===== src/rtl/lfc_pkg.sv =====
package lfc_pkg;
  localparam int unsigned LANE_W = 3;

  localparam logic [7:0] RATE_G0 = 8'h06;
  localparam logic [7:0] RATE_G1 = 8'h0A;
  localparam logic [7:0] RATE_G2 = 8'h14;
  localparam logic [7:0] RATE_G3 = 8'h1E;

  typedef struct packed {
    logic [7:0]        rate;
    logic [LANE_W-1:0] lanes;
  } link_cfg_t;

  typedef enum logic [2:0] {
    ST_IDLE,
    ST_PHY_RST,
    ST_SETTLE,
    ST_LAUNCH,
    ST_WAIT
  } lfc_state_e;

  typedef enum logic [1:0] {
    VERDICT_PASS,
    VERDICT_RETRY,
    VERDICT_FAIL
  } lfc_verdict_e;
endpackage


===== src/rtl/lfc_cap_clamp.sv =====
module lfc_cap_clamp
  import lfc_pkg::*;
#(
  parameter logic [7:0]  SYS_MAX_RATE = 8'h1E,
  parameter int unsigned MAX_LANES    = 4
) (
  input  logic [7:0] sink_rate_i,
  input  logic [7:0] sink_lane_i,
  output link_cfg_t  cfg_o
);
  localparam logic [4:0] LANE_CAP = 5'(MAX_LANES);

  logic [4:0] lane_field;
  assign lane_field = sink_lane_i[4:0];

  always_comb begin
    cfg_o.rate  = (sink_rate_i > SYS_MAX_RATE) ? SYS_MAX_RATE : sink_rate_i;
    cfg_o.lanes = (lane_field > LANE_CAP) ? LANE_W'(MAX_LANES) : lane_field[LANE_W-1:0];
  end
endmodule


===== src/rtl/lfc_step_down.sv =====
module lfc_step_down
  import lfc_pkg::*;
(
  input  link_cfg_t    cur_i,
  input  logic [7:0]   top_rate_i,
  input  logic         cr_ok_i,
  input  logic         eq_ok_i,
  output link_cfg_t    next_o,
  output lfc_verdict_e verdict_o
);
  logic [LANE_W-1:0] half_lanes;
  assign half_lanes = cur_i.lanes >> 1;

  always_comb begin
    next_o    = cur_i;
    verdict_o = VERDICT_RETRY;
    if (cr_ok_i && eq_ok_i) begin
      verdict_o = VERDICT_PASS;
    end else if (!cr_ok_i) begin
      // rate grade first; at the floor trade lanes for the starting rate
      unique case (cur_i.rate)
        RATE_G3: next_o.rate = RATE_G2;
        RATE_G2: next_o.rate = RATE_G1;
        RATE_G1: next_o.rate = RATE_G0;
        RATE_G0: begin
          next_o.rate  = top_rate_i;
          next_o.lanes = half_lanes;
          if (half_lanes == '0) verdict_o = VERDICT_FAIL;
        end
        default: verdict_o = VERDICT_FAIL;
      endcase
    end else begin
      unique case (cur_i.lanes)
        LANE_W'(4): next_o.lanes = LANE_W'(2);
        LANE_W'(2): next_o.lanes = LANE_W'(1);
        default:    verdict_o    = VERDICT_FAIL;
      endcase
    end
  end
endmodule


===== src/rtl/lfc_settle_timer.sv =====
module lfc_settle_timer #(
  parameter int unsigned CYCLES = 200000
) (
  input  logic clk_i,
  input  logic rst_ni,
  input  logic clear_i,
  output logic expired_o
);
  localparam int unsigned CNT_W = (CYCLES > 1) ? $clog2(CYCLES) : 1;
  localparam logic [CNT_W-1:0] LAST = CNT_W'((CYCLES > 0) ? CYCLES - 1 : 0);

  logic [CNT_W-1:0] cnt_q;

  assign expired_o = (cnt_q == LAST);

  always_ff @(posedge clk_i or negedge rst_ni) begin
    if (!rst_ni)          cnt_q <= '0;
    else if (clear_i)     cnt_q <= '0;
    else if (!expired_o)  cnt_q <= cnt_q + 1'b1;
  end
endmodule


===== src/rtl/link_fallback_ctrl.sv =====
module link_fallback_ctrl
  import lfc_pkg::*;
#(
  parameter logic [7:0]  SYS_MAX_RATE  = 8'h1E,
  parameter int unsigned MAX_LANES     = 4,
  parameter int unsigned MAX_ATTEMPTS  = 6,
  parameter int unsigned SETTLE_CYCLES = 200000
) (
  input  logic         clk_i,
  input  logic         rst_ni,
  input  logic         start_i,
  input  logic [7:0]   sink_rate_i,
  input  logic [7:0]   sink_lane_i,
  output logic         phy_reset_o,
  output logic         drv_reset_o,
  output logic         train_start_o,
  output logic [7:0]   train_rate_o,
  output logic [2:0]   train_lanes_o,
  input  logic         train_done_i,
  input  logic         train_cr_ok_i,
  input  logic         train_eq_ok_i,
  output logic         busy_o,
  output logic         done_o,
  output logic         pass_o,
  output logic [7:0]   final_rate_o,
  output logic [2:0]   final_lanes_o
);
  localparam int unsigned ATT_W = $clog2(MAX_ATTEMPTS + 1);

  lfc_state_e      state_q;
  link_cfg_t       cfg_q, res_q, clamp_cfg, next_cfg;
  logic [7:0]      top_rate_q;
  logic [ATT_W-1:0] att_left_q;
  logic            done_q, pass_q, settle_done;
  lfc_verdict_e    verdict;

  lfc_cap_clamp #(
    .SYS_MAX_RATE(SYS_MAX_RATE),
    .MAX_LANES   (MAX_LANES)
  ) u_clamp (
    .sink_rate_i(sink_rate_i),
    .sink_lane_i(sink_lane_i),
    .cfg_o      (clamp_cfg)
  );

  lfc_step_down u_step (
    .cur_i     (cfg_q),
    .top_rate_i(top_rate_q),
    .cr_ok_i   (train_cr_ok_i),
    .eq_ok_i   (train_eq_ok_i),
    .next_o    (next_cfg),
    .verdict_o (verdict)
  );

  lfc_settle_timer #(
    .CYCLES(SETTLE_CYCLES)
  ) u_settle (
    .clk_i    (clk_i),
    .rst_ni   (rst_ni),
    .clear_i  (state_q != ST_SETTLE),
    .expired_o(settle_done)
  );

  always_ff @(posedge clk_i or negedge rst_ni) begin
    if (!rst_ni) begin
      state_q    <= ST_IDLE;
      cfg_q      <= '0;
      res_q      <= '0;
      top_rate_q <= '0;
      att_left_q <= '0;
      done_q     <= 1'b0;
      pass_q     <= 1'b0;
    end else begin
      done_q <= 1'b0;
      unique case (state_q)
        ST_IDLE: if (start_i) begin
          cfg_q      <= clamp_cfg;
          top_rate_q <= clamp_cfg.rate;
          att_left_q <= ATT_W'(MAX_ATTEMPTS);
          pass_q     <= 1'b0;
          res_q      <= '0;
          state_q    <= ST_PHY_RST;
        end
        ST_PHY_RST: state_q <= ST_SETTLE;
        ST_SETTLE:  if (settle_done) state_q <= ST_LAUNCH;
        ST_LAUNCH:  state_q <= ST_WAIT;
        ST_WAIT: if (train_done_i) begin
          if (verdict == VERDICT_PASS) begin
            pass_q  <= 1'b1;
            res_q   <= cfg_q;
            done_q  <= 1'b1;
            state_q <= ST_IDLE;
          end else if (verdict == VERDICT_FAIL || att_left_q == ATT_W'(1)) begin
            done_q  <= 1'b1;
            state_q <= ST_IDLE;
          end else begin
            cfg_q      <= next_cfg;
            att_left_q <= att_left_q - 1'b1;
            state_q    <= ST_PHY_RST;
          end
        end
        default: state_q <= ST_IDLE;
      endcase
    end
  end

  assign phy_reset_o   = (state_q == ST_PHY_RST);
  assign drv_reset_o   = (state_q == ST_PHY_RST);
  assign train_start_o = (state_q == ST_LAUNCH);
  assign train_rate_o  = cfg_q.rate;
  assign train_lanes_o = cfg_q.lanes;
  assign busy_o        = (state_q != ST_IDLE);
  assign done_o        = done_q;
  assign pass_o        = pass_q;
  assign final_rate_o  = res_q.rate;
  assign final_lanes_o = res_q.lanes;
endmodule


===== config.mk =====
export PLATFORM = sky130hd
export DESIGN_NAME = link_fallback_ctrl
export DESIGN_NICKNAME = d
export VERILOG_FILES = /design/src/rtl/lfc_pkg.sv /design/src/rtl/lfc_cap_clamp.sv /design/src/rtl/lfc_step_down.sv /design/src/rtl/lfc_settle_timer.sv /design/src/rtl/link_fallback_ctrl.sv
export SDC_FILE = /design/constraint.sdc
export NUM_CORES = 1
export LEC_CHECK = 0
export BUFFER_PORTS_ARGS = -buffer_cell sky130_fd_sc_hd__clkbuf_2
export CAP_MARGIN = 20
export CORE_UTILIZATION = 26
export CTS_CLUSTER_DIAMETER = 120
export DETAILED_ROUTE_END_ITERATION = 10
export GPL_TIMING_DRIVEN = 0
export MAX_ROUTING_LAYER = met4
export PLACE_DENSITY = 0.45
export REMOVE_ABC_BUFFERS = 1
export SLEW_MARGIN = 20
export SYNTH_ARGS = -nofsm -noshare
export SYNTH_HDL_FRONTEND = slang
export SYNTH_SLANG_ARGS = --single-unit

===== constraint.sdc =====
create_clock -name clk_i -period 3.1 [get_ports clk_i]
set_clock_uncertainty 0.1 [all_clocks]
set_input_delay 0.775 -clock clk_i [delete_from_list [all_inputs] [get_ports clk_i]]
set_output_delay 0.775 -clock clk_i [all_outputs]
set_load 0.03 [all_outputs]

==> flow_metrics.env <==
export IMPL_outcome="finished, violations left"
export IMPL_violations="design-rule violations"
export IMPL_clock_latency_ns=0.31
export IMPL_netlist_area_um2=2900
export IMPL_die_h_um=108
export IMPL_cts_resized=0
export IMPL_coreArea_um2=10800
export IMPL_clk_pin_slew_ns=0.10
export IMPL_cts_sinks=56
export IMPL_post_route_min_period_ns=2.51
export IMPL_grt_met2_usage=0.194
export IMPL_cp_data_required_time_ns=3.20
export IMPL_critPathCaptureType="flop"
export IMPL_rsz0062_at_grt="no"
export IMPL_cts_tree="yes"
export IMPL_synthArstFlopShare=1.00
export IMPL_maxSlewViolCount=0
export IMPL_start_util=0.267
export IMPL_grt_pass1_vias=2117
export IMPL_io_buffers=46
export IMPL_final_cell_mix="56 x dfrtp_1, 53 x nand2_1, 45 x clkbuf_2, 33 x nor2_1, 22 x o21ai_0"
export IMPL_wl_um=6590
export IMPL_grt_overflow=0
export IMPL_postCtsSetupBuffers=0
export IMPL_synth_edff_count=0
export IMPL_reg2reg_to="train_rate_o[4]"
export IMPL_crit_type="in2reg"
export IMPL_antenna_found_initial=0
export IMPL_reg2reg_slack_ns=0.60
export IMPL_viasPerCell=4.64
export IMPL_hold_viol=0
export IMPL_rows=38
export IMPL_setup_violations_final=0
export IMPL_fmax_ghz=0.398
export IMPL_dpl_hpwl_um=4750
export IMPL_syn_to_final_growth_pct=15.1
export IMPL_ys_seq_elements=56
export IMPL_nNetsFinal=371
export IMPL_postCtsHoldBufs=0
export IMPL_cts_root_buffer="clkbuf_8"
export IMPL_crit_path_max_fanout=14
export IMPL_die_area_um2=11600
export IMPL_num_antenna_cells=0
export IMPL_ir_worst_vdd_v=0.000280
export IMPL_ioPinCount=50
export IMPL_antenna_left=0
export IMPL_ys_flop_type="dfrtp_1"
export IMPL_top_usage_layer="met2"
export IMPL_start_kind="input pin"
export IMPL_timing_rr_start="train_rate_o[0]"
export IMPL_worstPathArrival_ns=2.61
export IMPL_post_route_util=0.308
export IMPL_avgRoutedWirePerCell_um=13.5
export IMPL_ff2ff_path_depth=6
export IMPL_ys_types=49
export IMPL_drt_pre_antenna_iters=9
export IMPL_cts_inserted_buffers=5
export IMPL_grtUsageMet3=0.0206
export IMPL_track_usage=0.123
export IMPL_mostFrequentLayoutCell="dfrtp_1"
export IMPL_place_congestion=0.739
export IMPL_clk_path_buf_depth=2
export IMPL_hp_class="in2async"
export IMPL_p_leak_uw=0.00148
export IMPL_drive_above_1_share=0.210
export IMPL_drt_iter0_drc=135
export IMPL_min_period_over_period=0.810
export IMPL_setup_tns_final_ns=0
export IMPL_vias=2258
export IMPL_yosys_warnings=0
export IMPL_ys_seq_area_frac=0.484
export IMPL_netlist_instances=305
export IMPL_slew_headroom=0.370
export IMPL_met1_usage=0.161
export IMPL_grt_pass1_wl_um=10900
export IMPL_drcViolationCount=2
export IMPL_fin_total_pwr_uw=2460
export IMPL_p_per_area_nw_per_um2=737
export IMPL_htree_levels=2
export IMPL_drv_cap=0
export IMPL_grt_start_max_net_pins=30
export IMPL_syn_area_per_cell_um2=9.50
export IMPL_tightest_slew_ns=0.938
export IMPL_fp_dieW_um=108
## report_power, final
group / switching, uW / total [uW] / internal, uW
clock network: 243 / 425 / 182
registers: 160 / 1030 / 867
logic: 667 / 1010 / 340
## worst max-delay path, cell delays in order
cell and delay (ns):
clkbuf_2 0.11, mux2i_1 0.07, nor3_1 0.48, nand2_1 0.46, o21ai_1 0.33, mux2_2 0.37
## per-layer routing
layer | up-vias | part of all wire
met3 | 6 | 0.025
li1 | 1137 | -
met2 | 35 | 0.46
met4 | 0 | 0.012
met5 | - | 0
met1 | 1080 | 0.50
## metrics by stage
stage               std cells  instance area, um^2  hold slack, ns  setup slack (ns)
global placement          478                 3210           0.360             0.259
floorplan                 292                 2810           0.341             0.356
global route              487                 3330           0.319             0.350
CTS                       487                 3330           0.309             0.550
detailed placement        479                 3240           0.363             0.259
finish                    487                 3330           0.312             0.590
## flip-flops by register name, indices dropped and copies added (netlist names)
name            flops
done_o              1
final_rate_o        8
train_lanes_o       3
top_rate_q          8
att_left_q          3
u_settle.cnt_q     18
state_q             3
train_rate_o        8
final_lanes_o       3
pass_o              1
## area by class of cell
class	count	area, um^2
Fill cell	1157	7510
Sequential cell	56	1400
Multi-Input combinational cell	226	1370
Timing Repair Buffer	47	253
Tap cell	140	175
Clock buffer	6	82.6
Inverter	10	37.5
Clock inverter	2	15.0
## how the worst max path moves through the flow
stage | from | end | slack [ns] | depth (start not counted)
floorplan | state_q[2] | drv_reset_o | 0.36 | 1
global placement | train_done_i | train_lanes_o[0] | 0.26 | 6
detailed placement | train_done_i | train_lanes_o[1] | 0.26 | 6
CTS | train_rate_o[0] | train_rate_o[0] | 0.55 | 6
global route | u_settle.cnt_q[0] | u_settle.cnt_q[3] | 0.35 | 7
finish | train_done_i | train_lanes_o[1] | 0.59 | 6
## kinds of logic (layout without fill, tap and decap cells)
group	Yosys count	count (layout)	synth area share
AOI/OAI and AO/OA	58	58	0.129
xor gates and xnor gates	13	13	0.0393
adders and majority gates	3	3	0.0130
buffers and inverters	23	65	0.0432
DFF	56	56	0.484
muxes	13	13	0.0527
and+or+nand+nor	139	139	0.239
## Yosys cell counts (all sizes together), types with 6 or more instances
| cell type | count | share of area |
|---|---|---|
| xor2 | 9 | 0.027 |
| o21ai | 24 | 0.043 |
| buf | 6 | 0.018 |
| mux2 | 6 | 0.029 |
| mux2i | 7 | 0.024 |
| nor3 | 9 | 0.016 |
| nand3 | 7 | 0.012 |
| nand2 | 53 | 0.069 |
| a21oi | 12 | 0.026 |
| nand4 | 7 | 0.017 |
| inv | 10 | 0.013 |
| dfrtp | 56 | 0.48 |
| or3 | 6 | 0.013 |
| clkbuf | 7 | 0.013 |
| nor2 | 33 | 0.043 |
(Power assumes the default switching activity.)
